**config.mk**
```make
export PLATFORM = sky130hd
export DESIGN_NAME = brownout_ctl
export DESIGN_NICKNAME = d
export VERILOG_FILES = /design/src/rtl/brownout_ctl.sv
export SDC_FILE = /design/constraint.sdc
export NUM_CORES = 1
export LEC_CHECK = 0
export BUFFER_PORTS_ARGS = -buffer_cell sky130_fd_sc_hd__buf_2
export CAP_MARGIN = 20
export CORE_AREA = 5 5 42 44
export CTS_BUF_LIST = sky130_fd_sc_hd__clkbuf_16
export DETAILED_ROUTE_END_ITERATION = 6
export DIE_AREA = 0 0 47 49
export GPL_TIMING_DRIVEN = 0
export PLACE_DENSITY = 0.44
export SLEW_MARGIN = 20
export SYNTH_ARGS = -nofsm -noshare
export SYNTH_HDL_FRONTEND = slang
export SYNTH_SLANG_ARGS = --single-unit
```
**constraint.sdc**
```tcl
create_clock -name clk -period 0.8 [get_ports clk]
set_input_delay 0.08 -clock clk [delete_from_list [all_inputs] [get_ports clk]]
set_output_delay 0.08 -clock clk [all_outputs]
set_load 0.05 [all_outputs]
```
**src/rtl/brownout_ctl.sv**
```systemverilog
module brownout_ctl #(
  parameter int SYNC_STAGES = 2
) (
  input  logic clk,
  input  logic rst_n,
  input  logic vlow_raw,
  input  logic irq_mode,
  input  logic gie,
  input  logic bie,
  input  logic irq_ack,
  input  logic flag_clr,
  output logic rst_req,
  output logic irq_req,
  output logic bo_flag
);

  logic [SYNC_STAGES-1:0] sync_q;
  logic low_d;
  logic pend_q;
  logic flag_q;
  logic low;
  logic drop;

  assign low  = sync_q[SYNC_STAGES-1];
  assign drop = low & ~low_d;

  always_ff @(posedge clk or negedge rst_n) begin
    if (!rst_n) begin
      sync_q <= '0;
      low_d  <= 1'b0;
      pend_q <= 1'b0;
      flag_q <= 1'b0;
    end else begin
      sync_q <= {sync_q[SYNC_STAGES-2:0], vlow_raw};
      low_d  <= low;
      pend_q <= (pend_q & ~irq_ack) | (drop & irq_mode);
      flag_q <= (flag_q & ~flag_clr) | drop;
    end
  end

  assign rst_req = low & ~irq_mode;
  assign irq_req = pend_q & gie & bie;
  assign bo_flag = flag_q;

endmodule


```
Word level (Yosys, flattened, before mapping)
Cells that the tools add are included.

cells by class
  bitwise logic cells = 13

operator list
  kind         number
  $and 1x1->1  7
  $not 1->1    4
  $or 1x1->1   2

storage, ports and cells
  word-level logic and storage cells = 17
  bits in registers = 5
  output and inout port bits = 3

Depth between registers and ports, before layout
Gate-level depths: netlist of the first run.

  word-level depth = 4
  depth in mapped cells = 2
  depth with buffers taken out = 2

Worst setup path before layout of the first run
No wires, ideal clock.

  path kind = reg-to-output
  start = register sync_q[1]
  end = output port rst_req
  arrival = 1046 ps
  buffers on the path = 0
  path slack = -326 ps
  cell stages (with the launch flop) = 3
  cells stage by stage = dfrtp_1 > inv_1 > nor2_1

on the way
  cells in the longest elaborated chain, start to end = 1

ends and longest elaborated chain
  what                      RTL line  RTL
  start: declaration        17        logic [SYNC_STAGES-1:0] sync_q;
  start signal: assignment  34        sync_q <= {sync_q[SYNC_STAGES-2:0], vlow_raw};
  $and 1x1->1               41        assign rst_req = low & ~irq_mode;
  end: declaration          12        output logic rst_req,

No other way between the ends.

Worst setup path after layout of the first run
  start = register pend_q
  end = output port irq_req

on the way
  cells in the longest elaborated chain, start to end = 2

ends and longest elaborated chain
  what                      RTL line  RTL
  start: declaration        19        logic pend_q;
  start signal: assignment  36        pend_q <= (pend_q & ~irq_ack) | (drop & irq_mode);
  $and 1x1->1 (2 in a row)  42        assign irq_req = pend_q & gie & bie;
  end: declaration          13        output logic irq_req,

No other way between the ends.

==> metrics.txt, run 1 <==
I/O pin cnt=11; violated checks=setup timing; Core Region=0.001401 sq mm; Crit Path Category=flop to output pin; Final Power=roughly 1.2 mW; Root Driver=clkbuf_16; # setup viols final=3; Setup crit end kind=output pin; CTS tree=built; outcome=finished, violations left; TNS Setup=-389.2 ps; Seq/Total Area, Yosys=74.07%; nets=41; n_diodes=0; Final period util=122.2%; Max Cap Viol=0; routed vias/inst=3.396; clock transition at the registers of the reported paths=~30 ps; Fin Hold WS=approximately 24 ps; # fillers=~150; CP Launch Point=pend_q; final worst slack=-177.7 ps; first-pass GRT wire length=between 600 and 700 microns; Max VDD drop=around 0.0016 V; GRT Resource Usage Total=4.887%; DIE AREA=between 0.002 and 0.0025 sq mm; clock sinks=5; Cells after Synth=13; Final Hold Viols=0; synth top area cells=dfrtp_1 74%, inv_1 6.7%, o21ai_2 5.2%, nand3b_1 4.4%, and3_1 3.7%; Mapped Avg Cell Area=~13 sq um; clk_skew=1.250 ps; DIE HEIGHT=roughly 49 microns; crit path DAT=around 900 ps; Critical Path Start Type=flop; GR Overflow Total=0; DR vias=around 160; PortBufs=10; DRC errors left=0; power per cell area=approximately 3000 mW/mm^2; routability-driven placement congestion ratio=0.7360; achievable frequency=~1000 MHz; Worst EP required=720 ps; layout cell share with drive strength beyond 1=~66%; Hold/Removal Path Class=primary input to flop; Synthesized Nets=21; post-synth cell types=7; Synth area leader=dfrtp_1; number of global-route vias before repair=166; WL per Instance=9.313 microns; final wirelength=447 microns; FF+latch count, synth=5; RSZ-0062 raised after global routing=true; First-pass DRT Iterations=2; worst-path fanout max=2; die extent in x=between 40 and 50 microns; worst r2r src=sync_q[1]; Area Growth Syn to Fin=137.0%; buffer depth of the longest clock path=2; Place WS=-63.88 ps; Initial Util=12.05%; Hold Path Origin=irq_ack; Leak=0.1966 nW; post-synth top area share=74.07%; slew margin rel.=between 90 and 100%; H-tree depth=1; largest net degree at the start of global routing=6; actual slew at the worst max-slew pin=between 100 and 150 ps; initial antenna violation count=0; yosys warns=0; synthesized cell area=about 170 sq um; DR iter-0 viols=1; Cell Rows=14; Routed Antenna Nets=0; cts bufs inserted=3; minimum clock period=977.7 ps; Worst-Skew Late Latency=230 ps; Slew Limit Fails=0
[cell usage in the layout (no fill, tap or decap)]
master | synthesis | layout
o22ai_1 | 1 | 1
dfrtp_1 | 5 | 4
inv_2 | 0 | 1
buf_2 | 0 | 7
buf_6 | 0 | 3
clkbuf_16 | 0 | 3
inv_1 | 3 | 3
buf_4 | 0 | 2
dlygate4sd3_1 | 0 | 2
o21ai_2 | 1 | 1
dfrtp_2 | 0 | 1
nor2_4 | 0 | 1
and3_4 | 0 | 1
nand3b_1 | 1 | 1
buf_8 | 0 | 1
[repair_timing]
| item | CTS | global route |
|---|---|---|
| endpoints found under the setup margin | 3 | 4 |
| resized for setup | 9 | 1 |
| hold buffers | 2 | 0 |
| pin swaps | 2 | 0 |
| setup buffers | 2 | 1 |
| endpoints found under the hold margin | 6 | 0 |
[path summary, 6_finish.rpt]
kind,endpoint,slack [ps],depth (start not counted)
max,irq_req,-180,2
min reg2reg,sync_q[1],340,0
max reg2reg,pend_q,30,3
max in group asynchronous,bo_flag,470,2
min in group asynchronous,low_d,190,2
min,pend_q,20,2
[worst max-delay path: stages, from the launching register on]
cell and delay (ps):
dfrtp_1 370, and3_4 160, buf_8 140
[flip-flops by register name, indices dropped and copies added, names as in the netlist]
signal / flops
pend_q: 1
sync_q: 2
low_d: 1
bo_flag: 1
[cells in the mapped netlist]
| master | number |
|---|---|
| o22ai_1 | 1 |
| nor2_1 | 1 |
| inv_1 | 3 |
| dfrtp_1 | 5 |
| o21ai_2 | 1 |
| nand3b_1 | 1 |
| and3_1 | 1 |
[where the power goes]
part           total [mW]  switching [mW]  internal, mW
registers           0.281         0.00922         0.272
clock network       0.809           0.162         0.647
logic               0.121          0.0608        0.0598
total                1.21           0.232         0.979
[area by class of cell]
cell class / instances / area (sq um) / share of cell area (%)
Clock buffer: 3 / 75.07 / 18.75
Clock inverter: 1 / 3.754 / 0.9375
Inverter: 3 / 11.26 / 2.812
Multi-Input combinational cell: 5 / 45.04 / 11.25
Sequential cell: 5 / 126.4 / 31.56
Tap cell: 16 / 20.02 / 5.000
Timing Repair Buffer: 15 / 118.9 / 29.69
[layer usage]
metal,up-vias,track usage (%),wire length (microns)
li1,79,-,-
met1,69,4.251,165
met2,13,4.977,163
met3,2,7.011,108
met4,0,4.147,10
met5,-,0,0
[cell families after synthesis]
group	count (synthesis)	synth area share, %
flip-flops	5	74.07
AND/OR/NAND/NOR	3	10.37
buffers and inverters	3	6.666
AO/OA/AOI/OAI	2	8.892
[through the flow]
stage | instances | area [sq um] | util [%]
after floorplan | 13 | 178.9 | -
after global placement | 39 | 249.0 | 17.77
after detailed placement | 39 | 249.0 | 17.77
after CTS | 47 | 389.1 | 27.77
after global routing | 48 | 400.4 | 28.57
final | 48 | 400.4 | 28.57
Note: power is estimated with default switching activity, not from simulation.
==> run 2, diff against run 1 <==
- CELL_PAD_IN_SITES_DETAIL_PLACEMENT: not set -> 0
- CELL_PAD_IN_SITES_GLOBAL_PLACEMENT: not set -> 1
- PLACE_DENSITY: 0.44 -> 0.52
==> metrics.txt, run 2 (synthesis results as in run 1) <==
routed vias/inst=3.391 (-0.13%); buffer depth of the longest clock path=2 (unchanged); routability-driven placement congestion ratio=0.6714 (-8.8%); DR iter-0 viols=1 (unchanged); Routed Antenna Nets=0 (unchanged); first-pass GRT wire length=621 microns (-9.1%); H-tree depth=1 (unchanged); dpl cells=39 (unchanged); layout cell share with drive strength beyond 1=66.67% (+1.0 points); die extent in x=47 microns (unchanged); Reg with most FFs=sync_q; # fillers=154 (unchanged); fin cells=46 (-4.2%); CTS tree=built; violated checks=setup timing; Setup crit end kind=output pin; Critical Path Start Type=flop; Final Hold Viols=0 (unchanged); Hold/Removal Path Class=primary input to flop; Multi-input gate area=45.04 sq um (unchanged); RSZ-0062 raised after global routing=true; DIE AREA=0.002303 sq mm (unchanged); commonest non-fill, non-tap cells in the layout=7 x buf_2, 4 x dfrtp_1, 3 x clkbuf_16, 3 x buf_6; crit-path max cell delay=380 ps (about the same); outcome=finished, violations left; actual slew at the worst max-slew pin=138.9 ps (+0.8187 ps); initial antenna violation count=0 (unchanged); achievable frequency=1017 MHz (-0.61%); Place WS=-71.01 ps (-7.131 ps); # setup viols final=3 (unchanged); DRC errors left=0 (unchanged); nets=39 (-4.9%); Max Cap Viol=0 (unchanged); I/O pin cnt=11 (unchanged); WL per Instance=8.783 microns (-5.7%); largest net degree at the start of global routing=6 (unchanged); final worst slack=-183.7 ps (-5.990 ps); DIE HEIGHT=49 microns (unchanged); slew margin rel.=90.74% (about the same); number of global-route vias before repair=164 (-1.2%); Max VDD drop=0.001400 V (-15%); register area=126.4 sq um (unchanged); CP endpoint=irq_req; clock sinks=5 (unchanged); Leak=0.1852 nW (-5.8%); GRT Resource Usage Total=4.243% (-0.64 points); worst r2r path cells=3 (unchanged); GR Overflow Total=0 (unchanged); Slew Limit Fails=0 (unchanged); Root Driver=clkbuf_16; clk_skew=0.7045 ps (-0.5457 ps); Core Util, Final=27.59% (-0.98 points); Area Growth Syn to Fin=128.9%; Hold Path Origin=irq_ack; worst r2r dst=pend_q; n_diodes=0 (unchanged); PortBufs=10 (unchanged); final wirelength=404 microns (-9.6%); Final period util=123.0% (+0.75 points); Crit Path Category=flop to output pin; register-to-register setup slack=30 ps (about the same); Worst EP required=720 ps (about the same); Cell Rows=14 (unchanged); clock transition at the registers of the reported paths=30 ps (about the same); crit path DAT=900 ps (about the same); minimum clock period=983.7 ps (+5.990 ps); worst-path fanout max=2 (unchanged); Core Region=0.001401 sq mm (unchanged); cts bufs inserted=3 (unchanged); Initial Util=12.05% (unchanged); cell chain of the critical path=and3_4, buf_8; commonest non-fill, non-tap cell in the layout=buf_2; power per cell area=3122 mW/mm^2 (+3.3%); CP Launch Point=pend_q; worst r2r src=sync_q[1]; CP max-delay cell=dfrtp_1; DR vias=156 (-4.3%); number of flip-flops under the largest register name=2 (unchanged); First-pass DRT Iterations=2 (unchanged); Worst-Skew Late Latency=230 ps (about the same)
[run 2: cell types whose count changed in the layout (fill, tap and decap cells not counted), sizes merged]
cell and change:
buf -2, clkinv +1, inv -1
[run 2: power breakdown]
group	switching (mW)	internal, mW
registers	0.00966	0.272
logic	0.0596	0.0522
clock network	0.161	0.652
[run 2: cell type report]
type / count / share of cell area (%)
Sequential cell: 5 / 32.69
Timing Repair Buffer: 13 / 26.86
Inverter: 3 / 2.913
Clock buffer: 3 / 19.42
Tap cell: 16 / 5.178
Multi-Input combinational cell: 5 / 11.65
Clock inverter: 1 / 1.294
[run 2: layer usage]
metal  vias up  GRT usage [%]  share of wire [%]
met2        10          5.204                 44
li1         75              -                  -
met3         3          2.583                 13
met1        68          4.009                 36
met4         0          5.530                6.7
met5         -              0                  0
[run 2: worst max-delay path: cells and delay by family (launching register included)]
family,cells,cell delay [ps]
flip-flops,1,380
AND/OR/NAND/NOR,1,160
buffers and inverters,1,140
[run 2: worst min-delay path by stage]
stage / endpoint / cells after the start / slack, ps
after detailed placement: pend_q / 1 / -100
after global routing: pend_q / 2 / 30
after global placement: sync_q[0] / 1 / -110
after floorplan: bo_flag / 0 / -220
after CTS: pend_q / 2 / 20
final: pend_q / 2 / 20
[run 2: stage by stage]
| step | hold slack (ps) | TNS, ps | power (mW) | area [sq um] |
|---|---|---|---|---|
| after floorplan | -215.6 | 0 | 0.3309 | 178.9 |
| after global placement | -105.3 | -76.95 | 0.3645 | 249.0 |
| after detailed placement | -103.9 | -107.7 | 0.3669 | 249.0 |
| after CTS | 20.44 | -398.8 | 1.221 | 382.9 |
| after global routing | 32.49 | -460.1 | 1.251 | 386.6 |
| final | 23.36 | -403.6 | 1.207 | 386.6 |
[run 2: timing repair]
action	in CTS	in global routing
hold buffers	2	0
resized for setup	9	1
buffers inserted	1	0
pin swaps	2	0
hold endpoints to repair	6	0
endpoints found under the setup margin	3	4
